==> config.mk <==
export PLATFORM = sky130hd
export DESIGN_NAME = lrx_deframer
export DESIGN_NICKNAME = d
export VERILOG_FILES = /design/src/rtl/lrx_pkg.sv /design/src/rtl/lrx_ctrl.sv /design/src/rtl/lrx_asm.sv /design/src/rtl/lrx_wait.sv /design/src/rtl/lrx_deframer.sv
export SDC_FILE = /design/constraint.sdc
export NUM_CORES = 1
export LEC_CHECK = 0
export BUFFER_PORTS_ARGS = -buffer_cell sky130_fd_sc_hd__buf_2
export CORE_MARGIN = 2
export CORE_UTILIZATION = 58
export DETAILED_ROUTE_END_ITERATION = 16
export GPL_ROUTABILITY_DRIVEN = 0
export HOLD_SLACK_MARGIN = 0.08
export PLACE_DENSITY = 0.78
export SETUP_SLACK_MARGIN = 0.15
export SKIP_LAST_GASP = 1
export SYNTH_ARGS = -nofsm -noshare
export SYNTH_HDL_FRONTEND = slang
export SYNTH_SLANG_ARGS = --single-unit
==> constraint.sdc <==
create_clock -name clk -period 4.3 [get_ports clk]
set_input_delay 0.86 -clock clk [delete_from_list [all_inputs] [get_ports clk]]
set_output_delay 0.86 -clock clk [all_outputs]
set_load 0.01 [all_outputs]
==> src/rtl/lrx_pkg.sv <==
package lrx_pkg;

    localparam int LRX_BW   = 8;
    localparam int LRX_AW   = 32;
    localparam int LRX_DW   = 64;
    localparam int LRX_WW   = LRX_DW / 2;
    localparam int LRX_CMW  = 4;
    localparam int LRX_DMW  = 2;
    localparam int SLOT_W   = 4;

    // byte positions inside a packet
    localparam logic [SLOT_W-1:0] SL_HDR_FIRST = 4'd1;
    localparam logic [SLOT_W-1:0] SL_HDR_LAST  = 4'd5;
    localparam logic [SLOT_W-1:0] SL_LO_FIRST  = 4'd6;
    localparam logic [SLOT_W-1:0] SL_LO_LAST   = 4'd9;
    localparam logic [SLOT_W-1:0] SL_HI_FIRST  = 4'd10;
    localparam logic [SLOT_W-1:0] SL_HI_LAST   = 4'd13;

    typedef enum logic [2:0] {
        ST_IDLE,
        ST_HDR,
        ST_LO,
        ST_HI,
        ST_CONT
    } lrx_state_t;

    typedef struct packed {
        logic [LRX_CMW-1:0] ctrlmode;
        logic [LRX_AW-1:0]  dst;
        logic [LRX_DMW-1:0] datamode;
        logic               write;
        logic               access;
    } lrx_hdr_t;

endpackage

==> src/rtl/lrx_ctrl.sv <==
module lrx_ctrl
    import lrx_pkg::*;
(
    input  logic              clk,
    input  logic              rst_n,
    input  logic              rx_frame,
    output logic              cap,
    output logic [SLOT_W-1:0] slot_o,
    output logic              burst,
    output logic              emit,
    output logic              wide,
    output logic              drop
);

    lrx_state_t        state, nxt;
    logic [SLOT_W-1:0] slot, nslot;
    logic              prev_frame;

    // state register
    always_ff @(posedge clk) begin
        if (!rst_n) begin
            state      <= ST_IDLE;
            slot       <= '0;
            prev_frame <= 1'b1;
        end else begin
            state      <= nxt;
            slot       <= nslot;
            prev_frame <= rx_frame;
        end
    end

    // transitions and per-byte controls
    always_comb begin
        nxt   = state;
        nslot = slot;
        cap   = 1'b0;
        burst = 1'b0;
        emit  = 1'b0;
        wide  = 1'b0;
        drop  = 1'b0;
        unique case (state)
            ST_IDLE: begin
                if (rx_frame && !prev_frame) begin
                    nxt   = ST_HDR;
                    nslot = SL_HDR_FIRST;
                end
            end
            ST_HDR: begin
                if (rx_frame) begin
                    cap = 1'b1;
                    if (slot == SL_HDR_LAST) begin
                        nxt   = ST_LO;
                        nslot = SL_LO_FIRST;
                    end else begin
                        nslot = slot + 4'd1;
                    end
                end else begin
                    drop = 1'b1;
                    nxt  = ST_IDLE;
                end
            end
            ST_LO: begin
                if (rx_frame) begin
                    cap = 1'b1;
                    if (slot == SL_LO_LAST) begin
                        nxt   = ST_HI;
                        nslot = SL_HI_FIRST;
                    end else begin
                        nslot = slot + 4'd1;
                    end
                end else begin
                    drop = 1'b1;
                    nxt  = ST_IDLE;
                end
            end
            ST_HI: begin
                if (rx_frame) begin
                    cap = 1'b1;
                    if (slot == SL_HI_LAST) begin
                        emit  = 1'b1;
                        wide  = 1'b1;
                        nxt   = ST_CONT;
                        nslot = SL_LO_FIRST;
                    end else begin
                        nslot = slot + 4'd1;
                    end
                end else if (slot == SL_HI_FIRST) begin
                    emit = 1'b1;
                    nxt  = ST_IDLE;
                end else begin
                    drop = 1'b1;
                    nxt  = ST_IDLE;
                end
            end
            ST_CONT: begin
                if (rx_frame) begin
                    cap   = 1'b1;
                    burst = 1'b1;
                    nxt   = ST_LO;
                    nslot = SL_LO_FIRST + 4'd1;
                end else begin
                    nxt = ST_IDLE;
                end
            end
        endcase
    end

    assign slot_o = slot;

endmodule

==> src/rtl/lrx_asm.sv <==
module lrx_asm
    import lrx_pkg::*;
#(
    parameter int BURST_STEP = 8
) (
    input  logic               clk,
    input  logic               rst_n,
    input  logic [LRX_BW-1:0]  rx_byte,
    input  logic               cap,
    input  logic [SLOT_W-1:0]  slot,
    input  logic               burst,
    input  logic               emit,
    input  logic               wide,
    input  logic               drop,
    output logic               txn_valid,
    output lrx_hdr_t           txn_hdr,
    output logic [LRX_AW-1:0]  txn_src,
    output logic [LRX_DW-1:0]  txn_data,
    output logic               frame_err
);

    lrx_hdr_t          hdr;
    logic [LRX_WW-1:0] lo_w, hi_w, hi_next;

    assign hi_next = wide ? {hi_w[LRX_WW-LRX_BW-1:0], rx_byte} : '0;

    // working header and data words
    always_ff @(posedge clk) begin
        if (!rst_n) begin
            hdr  <= '0;
            lo_w <= '0;
            hi_w <= '0;
        end else if (cap) begin
            if (slot == SL_HDR_FIRST) begin
                hdr.ctrlmode  <= rx_byte[7:4];
                hdr.dst[31:28] <= rx_byte[3:0];
            end else if (slot == SL_HDR_FIRST + 4'd1) begin
                hdr.dst[27:20] <= rx_byte;
            end else if (slot == SL_HDR_FIRST + 4'd2) begin
                hdr.dst[19:12] <= rx_byte;
            end else if (slot == SL_HDR_FIRST + 4'd3) begin
                hdr.dst[11:4] <= rx_byte;
            end else if (slot == SL_HDR_LAST) begin
                hdr.dst[3:0]  <= rx_byte[7:4];
                hdr.datamode  <= rx_byte[3:2];
                hdr.write     <= rx_byte[1];
                hdr.access    <= rx_byte[0];
            end else if (slot <= SL_LO_LAST) begin
                lo_w <= {lo_w[LRX_WW-LRX_BW-1:0], rx_byte};
                if (burst) begin
                    hdr.dst <= hdr.dst + LRX_AW'(BURST_STEP);
                end
            end else begin
                hi_w <= {hi_w[LRX_WW-LRX_BW-1:0], rx_byte};
            end
        end
    end

    // presented transaction and sticky error
    always_ff @(posedge clk) begin
        if (!rst_n) begin
            txn_valid <= 1'b0;
            txn_hdr   <= '0;
            txn_src   <= '0;
            txn_data  <= '0;
            frame_err <= 1'b0;
        end else begin
            txn_valid <= emit;
            frame_err <= frame_err | drop;
            if (emit) begin
                txn_hdr  <= hdr;
                txn_src  <= hdr.write ? '0 : lo_w;
                txn_data <= {hi_next, (hdr.write ? lo_w : {LRX_WW{1'b0}})};
            end
        end
    end

endmodule

==> src/rtl/lrx_wait.sv <==
module lrx_wait #(
    parameter int NCH = 2
) (
    input  logic           clk,
    input  logic           rst_n,
    input  logic [NCH-1:0] full,
    output logic [NCH-1:0] wait_o
);

    for (genvar c = 0; c < NCH; c++) begin : g_ch
        always_ff @(posedge clk) begin
            if (!rst_n) wait_o[c] <= 1'b0;
            else        wait_o[c] <= full[c];
        end
    end

endmodule

==> src/rtl/lrx_deframer.sv <==
module lrx_deframer
    import lrx_pkg::*;
#(
    parameter int BURST_STEP = 8
) (
    input  logic               clk,
    input  logic               rst_n,
    input  logic               rx_frame,
    input  logic [LRX_BW-1:0]  rx_byte,
    input  logic               wr_full,
    input  logic               rd_full,
    output logic               txn_valid,
    output logic               txn_access,
    output logic               txn_write,
    output logic [LRX_DMW-1:0] txn_datamode,
    output logic [LRX_CMW-1:0] txn_ctrlmode,
    output logic [LRX_AW-1:0]  txn_dst,
    output logic [LRX_AW-1:0]  txn_src,
    output logic [LRX_DW-1:0]  txn_data,
    output logic               frame_err,
    output logic               wr_wait,
    output logic               rd_wait
);

    localparam int NCH = 2;

    logic              cap, burst, emit, wide, drop;
    logic [SLOT_W-1:0] slot;
    lrx_hdr_t          hdr_o;
    logic [NCH-1:0]    waits;

    lrx_ctrl u_ctrl (
        .clk     (clk),
        .rst_n   (rst_n),
        .rx_frame(rx_frame),
        .cap     (cap),
        .slot_o  (slot),
        .burst   (burst),
        .emit    (emit),
        .wide    (wide),
        .drop    (drop)
    );

    lrx_asm #(.BURST_STEP(BURST_STEP)) u_asm (
        .clk      (clk),
        .rst_n    (rst_n),
        .rx_byte  (rx_byte),
        .cap      (cap),
        .slot     (slot),
        .burst    (burst),
        .emit     (emit),
        .wide     (wide),
        .drop     (drop),
        .txn_valid(txn_valid),
        .txn_hdr  (hdr_o),
        .txn_src  (txn_src),
        .txn_data (txn_data),
        .frame_err(frame_err)
    );

    lrx_wait #(.NCH(NCH)) u_wait (
        .clk   (clk),
        .rst_n (rst_n),
        .full  ({rd_full, wr_full}),
        .wait_o(waits)
    );

    assign txn_access   = hdr_o.access;
    assign txn_write    = hdr_o.write;
    assign txn_datamode = hdr_o.datamode;
    assign txn_ctrlmode = hdr_o.ctrlmode;
    assign txn_dst      = hdr_o.dst;
    assign wr_wait      = waits[0];
    assign rd_wait      = waits[1];

endmodule

After elaboration in Yosys (flattened, before gate mapping)
Index checks and enable logic that the tools add are counted.
Cells by class
  add/subtract/negate cells: 2
  magnitude comparators: 1
  equality and inequality tests: 40
  multiplexer cells: 52
  bitwise operators: 7
  reduce and logical (&&, ||, !) cells: 16
Operators by type and width (number)
  $mux W32: 12
  $reduce_and A7 Y1: 7
  $mux W4: 11
  $add A32 B4 Y32 const B: 1
  $mux W28: 1
  $mux W8: 3
  $ne A2 B1 Y1 const B: 11
  $mux W3: 7
  $mux W20: 1
  $pmux W4 S5: 1
  $ne A8 B2 Y1 const B: 2
  $pmux W3 S5: 1
  $ne A7 B2 Y1 const B: 2
  $eq A4 B4 Y1 const B: 3
  $mux W1: 12
  $mux W12: 1
  $ne A6 B2 Y1 const B: 2
  $ne A5 B2 Y1 const B: 2
  $ne A3 B2 Y1 const B: 3
  $eq A4 B2 Y1 const B: 2
  $eq A4 B3 Y1 const B: 2
  $ne A2 B2 Y1 const B: 4
  $ne A4 B2 Y1 const B: 2
  $eq A3 B2 Y1 const B: 2
  18 further kinds: 23
Storage, ports and cells
  register bits: 244
  bits of input ports: 13
  output and inout port bits: 140
  logic and storage cells: 143

Logic depth before layout (Yosys ltp)
Gate-level depths: netlist of run 1.
  word-level depth: 16
  depth in mapped cells: 9
  gate-level depth less buffers: 7

Modules after synthesis
Synthesis of run 1 repeated with hierarchy kept, for this count alone.
Second synthesis, totals
  cells, all modules: 1285
  area total of the unflattened synthesis: 10322.4 um^2
By module, submodules not included
  lrx_asm: times used 1, cells an instance 1188, area each 9570.4 um^2, sequential area each 4684.5 um^2
  lrx_ctrl: times used 1, cells an instance 93, area each 699.4 um^2, sequential area each 160.2 um^2
  lrx_wait: times used 1, cells an instance 4, area each 52.6 um^2, sequential area each 40.0 um^2

Worst setup path after synthesis of run 1
Ideal clock, no wire load.
  kind: input port to flip-flop
  start: input rx_frame
  end: register u_asm.txn_data[38]
  setup time: 0.128 ns
  arrival time: 2.238 ns
  data required time: 4.172 ns
  path slack: 1.935 ns
  stages on the path: 6
  path buffers: 2
  cell sequence: or3b_2 > a211o_1 > clkbuf_1 > clkbuf_1 > a22oi_1 > nor2_1
Between the ends
  cells in the longest elaborated chain, start to end: 3
  elaborated cells between the ends (all ways): 5
  classes of those cells: mux (5)
RTL lines
  from (decl): RTL line lrx_deframer.sv:8  | input logic rx_frame,
  $mux W1: RTL line lrx_ctrl.sv:77  | if (rx_frame) begin
  $mux W1: RTL line lrx_ctrl.sv:41  | unique case (state)
  $mux W32: RTL line lrx_asm.sv:25  | assign hi_next = wide ? {hi_w[LRX_WW-LRX_BW-1:0], rx_byte} : '0;
  to (signal assigned): RTL line lrx_asm.sv:73  | txn_data <= {hi_next, (hdr.write ? lo_w : {LRX_WW{1'b0}})};
  to (decl): RTL line lrx_asm.sv:18  | output logic [LRX_DW-1:0] txn_data,
Several ways; a longest one is shown, not always the timed one.
A chain may end at the register's enable or synchronous reset.

Worst setup path after layout of run 1
  start: register u_ctrl.slot[2], in the netlist u_ctrl.slot_o[2]
  end: register u_asm.txn_src[9]
Between the ends
  cells in the longest elaborated chain, start to end: 4
  elaborated cells between the ends (all ways): 6
  classes of those cells: eq/ne (2); mux (4)
RTL lines
  from (decl): RTL line lrx_ctrl.sv:16  | logic [SLOT_W-1:0] slot, nslot;
  from (signal assigned): RTL line lrx_ctrl.sv:27  | slot <= nslot;
  $eq A4 B4 Y1 (on tied branches): RTL line lrx_ctrl.sv:87, lrx_ctrl.sv:79
  $mux W1 (on tied branches): RTL line lrx_ctrl.sv:87, lrx_ctrl.sv:79
  $mux W1 (*): RTL line lrx_ctrl.sv:77
  $mux W1 (*): RTL line lrx_ctrl.sv:41
  to (signal assigned): RTL line lrx_asm.sv:72  | txn_src <= hdr.write ? '0 : lo_w;
  to (decl): RTL line lrx_asm.sv:17  | output logic [LRX_AW-1:0] txn_src,
Mark *: on every way between the ends. The rest lies on a longest branch, timed or not.

==> flow_summary.yaml, run 1 <==
outcome:
  status: "finished, final reports clean"
worst_setup_path:
  end_kind: "flip-flop"
  start_kind: "flip-flop"
  worstPathMaxFanout: 98
  crit_required_ns: 4.75
  critPathKind: "flip-flop to flip-flop"
  cp.arrival_ns: 3.32
cells_and_area:
  n_antenna_cell: 0
  area_growth_syn_to_layout_pct: 15.6
  postLayoutCoreUtil: 0.691
  final_area_um2: 11500
  fill_cells: 1363
  regArea_um2: 4890
  fin_cells: 1520
  final_layout_size_suffix_gt1_frac: 0.175
  nets: 1301
  multiInputGateArea_um2: 4650
cts:
  cts_resized: 0
  numCtsBuffers: 26
  clkSinkCount: 244
  cts_buffer_depth: 3
  cts_tree: "built"
  clk_pin_slew_worst_paths_ns: 0.06
  htreeDepth: 1
  clockRootBuffer: "clkbuf_16"
  clkLatencyLatePin_ns: 0.53
  hold_buffers: 0
  post-cts-setup-buffers: 0
placed_design:
  dp_hpwl_mm: 15.5
  placed_cell_area_um2: 10700
  dp_cells: 1474
  io_buffers: 152
  post-place-ws_ns: 1.13
yosys:
  ys_seq_area_frac: 0.489
  syn_area_per_cell_um2: 8.29
  syn-cell-area_um2: 9990
  synthTopCellsByArea: "dfxtp_1, nand2_1, a21oi_1"
  synth_top_family_by_area: "simple AND/OR/NAND/NOR gates"
  async_reset_ff_frac: 0
  synth_fa_ha_area_frac: 0.00752
  synthFlopType: "dfxtp_1"
  synth_cell_types: 61
  yosys.area_share.simple: 0.232
  yosys.cell_count.top_type: "dfxtp_1"
  synth.net_count: 1223
  synth_cells: 1204
  synth_compound_area_frac: 0.184
  synth_xor_xnor_area_share: 0.00175
  synth_largest_area_cell: "dfxtp_1"
  ys_seq_elements: 244
  yosysTopAreaCellShare: 0.489
  synth_mux_area_frac: 0.0391
  synth_edf_count: 0
  yosys_warnings: 0
  ys_top_cells_by_count: "dfxtp_1, nand2_1, a21oi_1, nor2_1, clkbuf_1"
sta:
  tightest_slew_ns: 1.03
  layout_setup_ws_ns: 1.44
  relSlewSlack: 0.314
  fmax_mhz: 349
  fin_setup_tns_ns: 0
  final-max-slew-violation-count: 0
  grt_setup_unrepaired: "no"
  fin_crit_sh: 0.666
  clock_skew_ns: 0.0182
  finalSetupViolCount: 0
  hold_violations: 0
  timing.hold.ws_ns: 0.447
  min_period_ns: 2.86
global_routing:
  grt_use_total: 0.267
  grt_max_degree: 143
  antenna_found_initial: 0
  grt-ovfl-total: 0
  grt_pass1_vias: 7798
  grt_pass1_wl_mm: 40.1
route:
  via_per_inst: 5.83
  routed-via-count: 8868
  route.detailed.wl_per_inst_um: 16.6
  dr.pass1.iters: 5
  wl_mm: 25.2
  drtAntennaViolNets: 0
  drc: 0
  dr.first_iter.drc_count: 850
power_and_ir_drop:
  power_frac_clock: 0.480
  switchingPower_uw: 960
  power-per-cell-area_nw_per_um2: 393
  p_int_mw: 3.58
  swShare: 0.212
  leakagePower_nw: 4.58
  seqPwrFrac: 0.499
  ir_drop_mv: 0.382
  combPwrFrac: 0.021
  total_power_mw: 4.54
floorplanning:
  io_pins: 153
  die_h_um: 135
  core_region_area_um2: 16700
  die_area_um2: 18300
  start_util: 0.598
  rows: 47
  fp.dieW_um: 135
run:
  max-cap-violations: 0
hold_path:
  hold_class: "flip-flop to flip-flop"
[cell usage in the layout (no fill, tap or decap), types with 3 or more instances in the layout]
| cell type | count |
|---|---|
| nand4_1 | 12 |
| clkinv_2 | 3 |
| o31ai_1 | 5 |
| and2_1 | 7 |
| o221a_2 | 4 |
| dfxtp_1 | 243 |
| and3_1 | 12 |
| nand3_1 | 52 |
| nand3b_1 | 35 |
| clkbuf_16 | 26 |
| nor3_1 | 8 |
| o31a_1 | 7 |
| a21o_1 | 6 |
| buf_2 | 152 |
| nor4_1 | 3 |
| nor3b_1 | 5 |
| nand2_1 | 234 |
| buf_4 | 6 |
| clkbuf_1 | 3 |
| nor2_1 | 108 |
| nand2b_1 | 3 |
| a22o_1 | 3 |
| a21oi_1 | 166 |
| o21ai_0 | 18 |
| a22oi_1 | 39 |
| inv_1 | 3 |
| clkbuf_8 | 11 |
| o32ai_1 | 3 |
| a31oi_1 | 7 |
| o211ai_1 | 6 |
| a32o_1 | 4 |
| or2_2 | 5 |
| o22ai_1 | 5 |
| mux2i_1 | 39 |
| ha_1 | 6 |
[critical path, cell delays in order (launching register included)]
cell     delay, ns
dfxtp_1       0.90
or3b_2        0.31
a211o_4       0.78
buf_4         0.51
nand2_1       0.11
a21oi_1       0.15
[per-layer routing]
metal / track usage / vias up / part of all wire
met4: 0.0822 / 0 / 0.029
met2: 0.421 / 334 / 0.45
met1: 0.381 / 4138 / 0.45
li1: - / 4341 / -
met3: 0.0374 / 55 / 0.068
met5: 0 / - / 0
[registers in the layout, indices dropped and copies added (netlist names)]
signal and flops:
u_asm.frame_err 1, u_asm.hdr 40, u_asm.hi_w 24, u_asm.lo_w 32, u_asm.txn_data 64, u_asm.txn_hdr 40
u_asm.txn_src 32, u_asm.txn_valid 1, u_ctrl.prev_frame 1, u_ctrl.slot_o 4, u_ctrl.state 3, u_wait.wait_o 2
[worst paths after layout]
| kind | slack, ns | endpoint | cells after the start | start |
|---|---|---|---|---|
| max | 1.44 | u_asm.txn_src[9]$_SDFFE_PN0P_ | 5 | u_ctrl.slot_o[2]$_SDFFE_PN0P_ |
| min | 0.45 | u_asm.txn_src[27]$_SDFFE_PN0P_ | 2 | u_asm.txn_src[27]$_SDFFE_PN0P_ |
| max reg2reg | 1.44 | u_asm.txn_src[9]$_SDFFE_PN0P_ | 5 | u_ctrl.slot_o[2]$_SDFFE_PN0P_ |
| min reg2reg | 0.45 | u_asm.txn_src[27]$_SDFFE_PN0P_ | 2 | u_asm.txn_src[27]$_SDFFE_PN0P_ |
[cell type report]
type,instances,area share
Sequential cell,244,0.423
Multi-Input combinational cell,846,0.403
Clock buffer,40,0.0705
Timing Repair Buffer,160,0.0733
Tap cell,220,0.0238
Clock inverter,6,0.00412
Inverter,4,0.00173
[logic make-up after synthesis]
logic type,Yosys count
xor gates and xnor gates,2
muxes,39
adders and majority gates,6
AOI/OAI and AO/OA,296
buffers and inverters,114
and+or+nand+nor,503
DFF,244
[power by group through the flow]
stage               clock network (mW)  registers [mW]  logic [mW]
floorplan                            0            2.32      0.0648
global placement                     0            2.32      0.0933
detailed placement                   0            2.32      0.0929
CTS                               2.21            2.27      0.0928
global route                      2.30            2.27       0.101
finish                            2.18            2.27      0.0942
Note: power is estimated with default switching activity, not from simulation.
==> inputs of run 2 (changes only) <==
CORE_UTILIZATION = 57   (was 58)
PLACE_DENSITY = 0.77   (was 0.78)
clock period = 2.7 ns   (was 4.3 ns; I/O delays follow)
==> flow_summary.yaml, run 2 (synthesis results as in run 1) <==
floorplanning:
  start_util: 0.579
  rows: 48
  die_area_um2: 18600
  io_pins: 153
  fp.dieW_um: 136
  core_region_area_um2: 17200
  die_h_um: 136
sta:
  fin_crit_sh: 0.910
  final-max-slew-violation-count: 0
  tightest_slew_ns: 1.01
  clock_skew_ns: 0.0126
  fin_setup_tns_ns: 0
  timing.hold.ws_ns: 0.224
  grt_setup_unrepaired: "no"
  finalSetupViolCount: 0
  relSlewSlack: 0.329
  fmax_mhz: 407
  layout_setup_ws_ns: 0.243
  min_period_ns: 2.46
  hold_violations: 0
worst_setup_path:
  slowest_delay_ns: 0.47
  crit_chain: "inv_1 -> ha_2 -> or3b_1 -> a22o_1 -> a211o_1 -> or2_1 -> o22ai_1"
  worst_path_max_delay_cell: "a211o_1"
  end_kind: "flip-flop"
  worstPathMaxFanout: 13
  critPathKind: "flip-flop to flip-flop"
  r2r.worst_path.cells: 7
  cp.arrival_ns: 2.90
  crit_required_ns: 3.14
  start_kind: "flip-flop"
route:
  drc: 0
  drtAntennaViolNets: 0
  routed-via-count: 8984
  dr.first_iter.drc_count: 841
  wl_mm: 25.8
  dr.pass1.iters: 6
  route.detailed.wl_per_inst_um: 16.7
  via_per_inst: 5.80
cells_and_area:
  final_layout_size_suffix_gt1_frac: 0.189
  top_register: "u_asm.txn_data"
  final_area_um2: 11800
  nets: 1327
  fill_cells: 1464
  multiInputGateArea_um2: 4670
  regArea_um2: 4890
  final_cell_mix: "dfxtp_1, nand2_1, a21oi_1, buf_2, nor2_1"
  area_growth_syn_to_layout_pct: 17.8
  top_regs: "u_asm.txn_data x64, u_asm.hdr x40, u_asm.txn_hdr x40"
  n_antenna_cell: 0
  final_common_cell: "dfxtp_1"
  largest_reg_flops: 64
run:
  max-cap-violations: 0
cts:
  htreeDepth: 1
  numCtsBuffers: 25
  clkLatencyLatePin_ns: 0.53
  clk_pin_slew_worst_paths_ns: 0.06
  cts_buffer_depth: 3
  clkSinkCount: 244
  clockRootBuffer: "clkbuf_16"
  post-cts-setup-buffers: 0
  cts_tree: "built"
placed_design:
  dp_hpwl_mm: 15.8
  io_buffers: 152
  post-place-ws_ns: 0.179
  placed_cell_area_um2: 10900
hold_path:
  hold_class: "input pin to flip-flop"
  worstHoldPathCells: 2
global_routing:
  grt_pass1_vias: 7889
  grt_use_total: 0.263
  grt_pass1_wl_mm: 40.1
  antenna_found_initial: 0
  grt-ovfl-total: 0
  grt_max_degree: 77
power_and_ir_drop:
  power-per-cell-area_nw_per_um2: 608
  ir_drop_mv: 0.440
  total_power_mw: 7.15
  leakagePower_nw: 4.70
outcome:
  status: "finished, final reports clean"
## run 2: cell count changes in the layout (fill, tap and decap cells not counted), sizes merged
cell,change
buf,+25
clkinv,-3
clkbuf,-2
bufinv,+1
a211o,+1
inv,+1
## run 2: what timing repair did
item,CTS,global route
pin swaps,0,2
hold buffers,0,0
setup endpoints to repair,1,74
gates cloned,0,2
resized for setup,1,2
## run 2: worst max-delay path: cells and delay by family, from the launching register on
| kind | cells | cell delay [ns] |
|---|---|---|
| AO/OA/AOI/OAI | 3 | 0.90 |
| AND/OR/NAND/NOR | 2 | 0.70 |
| flip-flops | 1 | 0.36 |
| adder cells (fa/ha/maj) | 1 | 0.27 |
| buffers and inverters | 1 | 0.14 |
## run 2: power breakdown
group	switching, mW	internal (mW)	total, mW	leakage, nW
logic	0.125	0.0375	0.162	2.34
registers	0.00508	3.60	3.61	1.97
clock network	1.41	1.97	3.38	0.390
total	1.54	5.61	7.15	4.70
## run 2: path summary, 6_finish.rpt
path | endpoint | start | slack, ns
setup / recovery | u_asm.hdr[29]$_SDFFE_PN0P_ | u_ctrl.slot_o[0]$_SDFFE_PN0P_ | 0.24
hold / removal | u_wait.wait_o[1]$_SDFF_PN0_ | rd_full | 0.22
setup reg to reg | u_asm.hdr[29]$_SDFFE_PN0P_ | u_ctrl.slot_o[0]$_SDFFE_PN0P_ | 0.24
hold reg to reg | u_asm.txn_src[25]$_SDFFE_PN0P_ | u_asm.txn_src[25]$_SDFFE_PN0P_ | 0.45
## run 2: per-stage QoR
stage               instances   util
floorplan                1204      -
global placement         1504  0.635
detailed placement       1504  0.635
CTS                      1546  0.681
global route             1548  0.683
finish                   1548  0.683
## run 2: layer usage
metal | routed length [um] | global-route usage | vias to the layer above
li1 | - | - | 4392
met4 | 497 | 0.0718 | 0
met5 | 0 | 0 | -
met2 | 12400 | 0.439 | 308
met1 | 11300 | 0.358 | 4248
met3 | 1640 | 0.0350 | 36
## run 2: layout make-up
type	count	share of cell area
inverters	4	0.00170
clock inverters	5	0.00574
repair buffers	186	0.0945
multi-input cells	847	0.397
well taps	225	0.0239
clock buffers	37	0.0621
flip-flops and latches	244	0.415
==> inputs of run 3 (changes only) <==
CORE_UTILIZATION = 31   (was 57)
PLACE_DENSITY = 0.46   (was 0.77)
==> flow_summary.yaml, run 3 (synthesis results as in run 1) <==
outcome:
  status: "finished, final reports clean"
sta:
  relSlewSlack: 0.512
  hold_violations: 0
  clock_skew_ns: 0.0168
  min_period_ns: 2.35
  layout_setup_ws_ns: 0.352
  fin_setup_tns_ns: 0
  fin_crit_sh: 0.870
  tightest_slew_ns: 0.732
  final-max-slew-violation-count: 0
  grt_setup_unrepaired: "no"
  fmax_mhz: 426
  finalSetupViolCount: 0
worst_setup_path:
  crit_chain: "inv_1 -> ha_2 -> or3b_1 -> a22o_1 -> a311oi_4 -> buf_12 -> o21ai_0 -> a32o_1"
  start_kind: "flip-flop"
  crit_required_ns: 3.14
  worst-r2r-setup-slack_ns: 0.35
  critPathTopFamily: "compound AO/OA/AOI/OAI gates"
  r2r-end: "u_asm.hdr[10]$_SDFFE_PN0P_"
  slowest_delay_ns: 0.37
  crit_buf_inv: 2
  worst_path_max_delay_cell: "or3b_1"
  cp.arrival_ns: 2.79
  worstPathMaxFanout: 16
  r2r.worst_path.cells: 8
  critPathKind: "flip-flop to flip-flop"
  end_kind: "flip-flop"
  reg2reg_from: "u_ctrl.slot_o[0]$_SDFFE_PN0P_"
route:
  routed-via-count: 8832
  wl_mm: 30.1
  drtAntennaViolNets: 0
  dr.pass1.iters: 5
  dr.first_iter.drc_count: 592
  route.detailed.wl_per_inst_um: 17.2
  drc: 0
  via_per_inst: 5.06
power_and_ir_drop:
  switchingPower_mw: 1.72
  power-per-cell-area_nw_per_um2: 621
  p_int_mw: 5.92
  combPwrFrac: 0.025
  swShare: 0.225
  seqPwrFrac: 0.473
  power_frac_clock: 0.502
  ir_drop_mv: 0.423
  leakagePower_nw: 4.87
cells_and_area:
  final_common_cell: "dfxtp_1"
  final_layout_size_suffix_gt1_frac: 0.203
  area_growth_syn_to_layout_pct: 23.1
  final_cell_mix: "dfxtp_1, nand2_1, a21oi_1, buf_2, nor2_1"
  top_register: "u_asm.txn_data"
  top_regs: "u_asm.txn_data x64, u_asm.hdr x40, u_asm.txn_hdr x40"
  nets: 1339
  largest_reg_flops: 64
hold_path:
  hold_end: "u_wait.wait_o[1]$_SDFF_PN0_"
  worstHoldPathCells: 2
  hold_start: "rd_full"
  hold_class: "input pin to flip-flop"
global_routing:
  grt_max_degree: 90
  grt-ovfl-total: 0
  grt_use_total: 0.170
  grt_pass1_vias: 8093
  antenna_found_initial: 1
  grt_pass1_wl_mm: 46.2
cts:
  clkLatencyLatePin_ns: 0.56
  numCtsBuffers: 28
  clockRootBuffer: "clkbuf_16"
  clkSinkCount: 244
  htreeDepth: 1
  clk_pin_slew_worst_paths_ns: 0.06
  cts_buffer_depth: 3
  hold_buffers: 0
  cts_tree: "built"
placed_design:
  dp_hpwl_mm: 18.9
  post-place-ws_ns: 0.284
  io_buffers: 152
floorplanning:
  rows: 65
  fp.dieW_um: 183
  die_area_um2: 33700
  die_h_um: 183
  io_pins: 153
  core_region_area_um2: 31600
  start_util: 0.316
run:
  max-cap-violations: 0
==> run 3: layout make-up <==
class,instances,area [um^2]
fillers,3348,19300
flip-flops and latches,244,4890
multi-input cells,846,4660
repair buffers,196,1270
clock buffers,37,795
well taps,402,503
clock inverters,15,153
inverters,4,20.0
diodes,1,2.50
==> run 3: stage by stage <==
| stage | area (um^2) | hold WS, ns | power, mW | cells | utilization |
|---|---|---|---|---|---|
| after detailed placement | 11300 | 0.441 | 3.88 | 1688 | 0.357 |
| after CTS | 12200 | 0.170 | 7.77 | 1740 | 0.387 |
| after global routing | 12300 | 0.187 | 7.91 | 1744 | 0.389 |
| final | 12300 | 0.193 | 7.64 | 1745 | 0.389 |
| after global placement | 11300 | 0.438 | 3.88 | 1688 | 0.357 |
| after floorplan | 9990 | 0.432 | 3.79 | 1204 | - |
==> run 3: worst reg2reg max path, cell delays in order (launching register included) <==
cell	delay, ns
dfxtp_1	0.34
inv_1	0.15
ha_2	0.25
or3b_1	0.37
a22o_1	0.24
a311oi_4	0.32
buf_12	0.18
o21ai_0	0.09
a32o_1	0.28
==> run 3: worst max path at each step <==
stage / slack, ns / end / depth (start not counted) / startpoint
2_1_floorplan: 0.42 / u_asm.hdr[11]$_SDFFE_PN0P_ / 9 / u_ctrl.slot_o[0]$_SDFFE_PN0P_
3_3_place_gp: 0.29 / u_asm.hdr[32]$_SDFFE_PN0P_ / 8 / u_ctrl.slot_o[1]$_SDFFE_PN0P_
3_5_place_dp: 0.28 / u_asm.hdr[32]$_SDFFE_PN0P_ / 8 / u_ctrl.slot_o[1]$_SDFFE_PN0P_
4_1_cts: 0.27 / u_asm.txn_src[4]$_SDFFE_PN0P_ / 7 / u_ctrl.slot_o[0]$_SDFFE_PN0P_
5_1_grt: 0.18 / u_asm.hdr[28]$_SDFFE_PN0P_ / 7 / u_ctrl.slot_o[0]$_SDFFE_PN0P_
6_report: 0.35 / u_asm.hdr[10]$_SDFFE_PN0P_ / 8 / u_ctrl.slot_o[0]$_SDFFE_PN0P_
==> run 3: per-layer routing <==
| layer | up-vias | wire length (um) | part of all wire | GRT usage |
|---|---|---|---|---|
| met5 | - | 0 | 0 | 0 |
| met4 | 0 | 518 | 0.017 | 0.0365 |
| met3 | 34 | 1370 | 0.046 | 0.0260 |
| met2 | 194 | 13700 | 0.45 | 0.275 |
| met1 | 4186 | 14500 | 0.48 | 0.240 |
| li1 | 4418 | - | - | - |
==> run 3: repair_timing <==
item	CTS	global route
buffers inserted	0	3
setup endpoints to repair	0	21
resized for setup	0	4
==> run 3: power groups by stage <==
| stage | clock, mW | combinational [mW] | sequential [mW] |
|---|---|---|---|
| after global placement | 0 | 0.194 | 3.69 |
| after CTS | 3.96 | 0.194 | 3.61 |
| after detailed placement | 0 | 0.194 | 3.69 |
| after floorplan | 0 | 0.103 | 3.69 |
| final | 3.84 | 0.191 | 3.61 |
| after global routing | 4.10 | 0.205 | 3.61 |
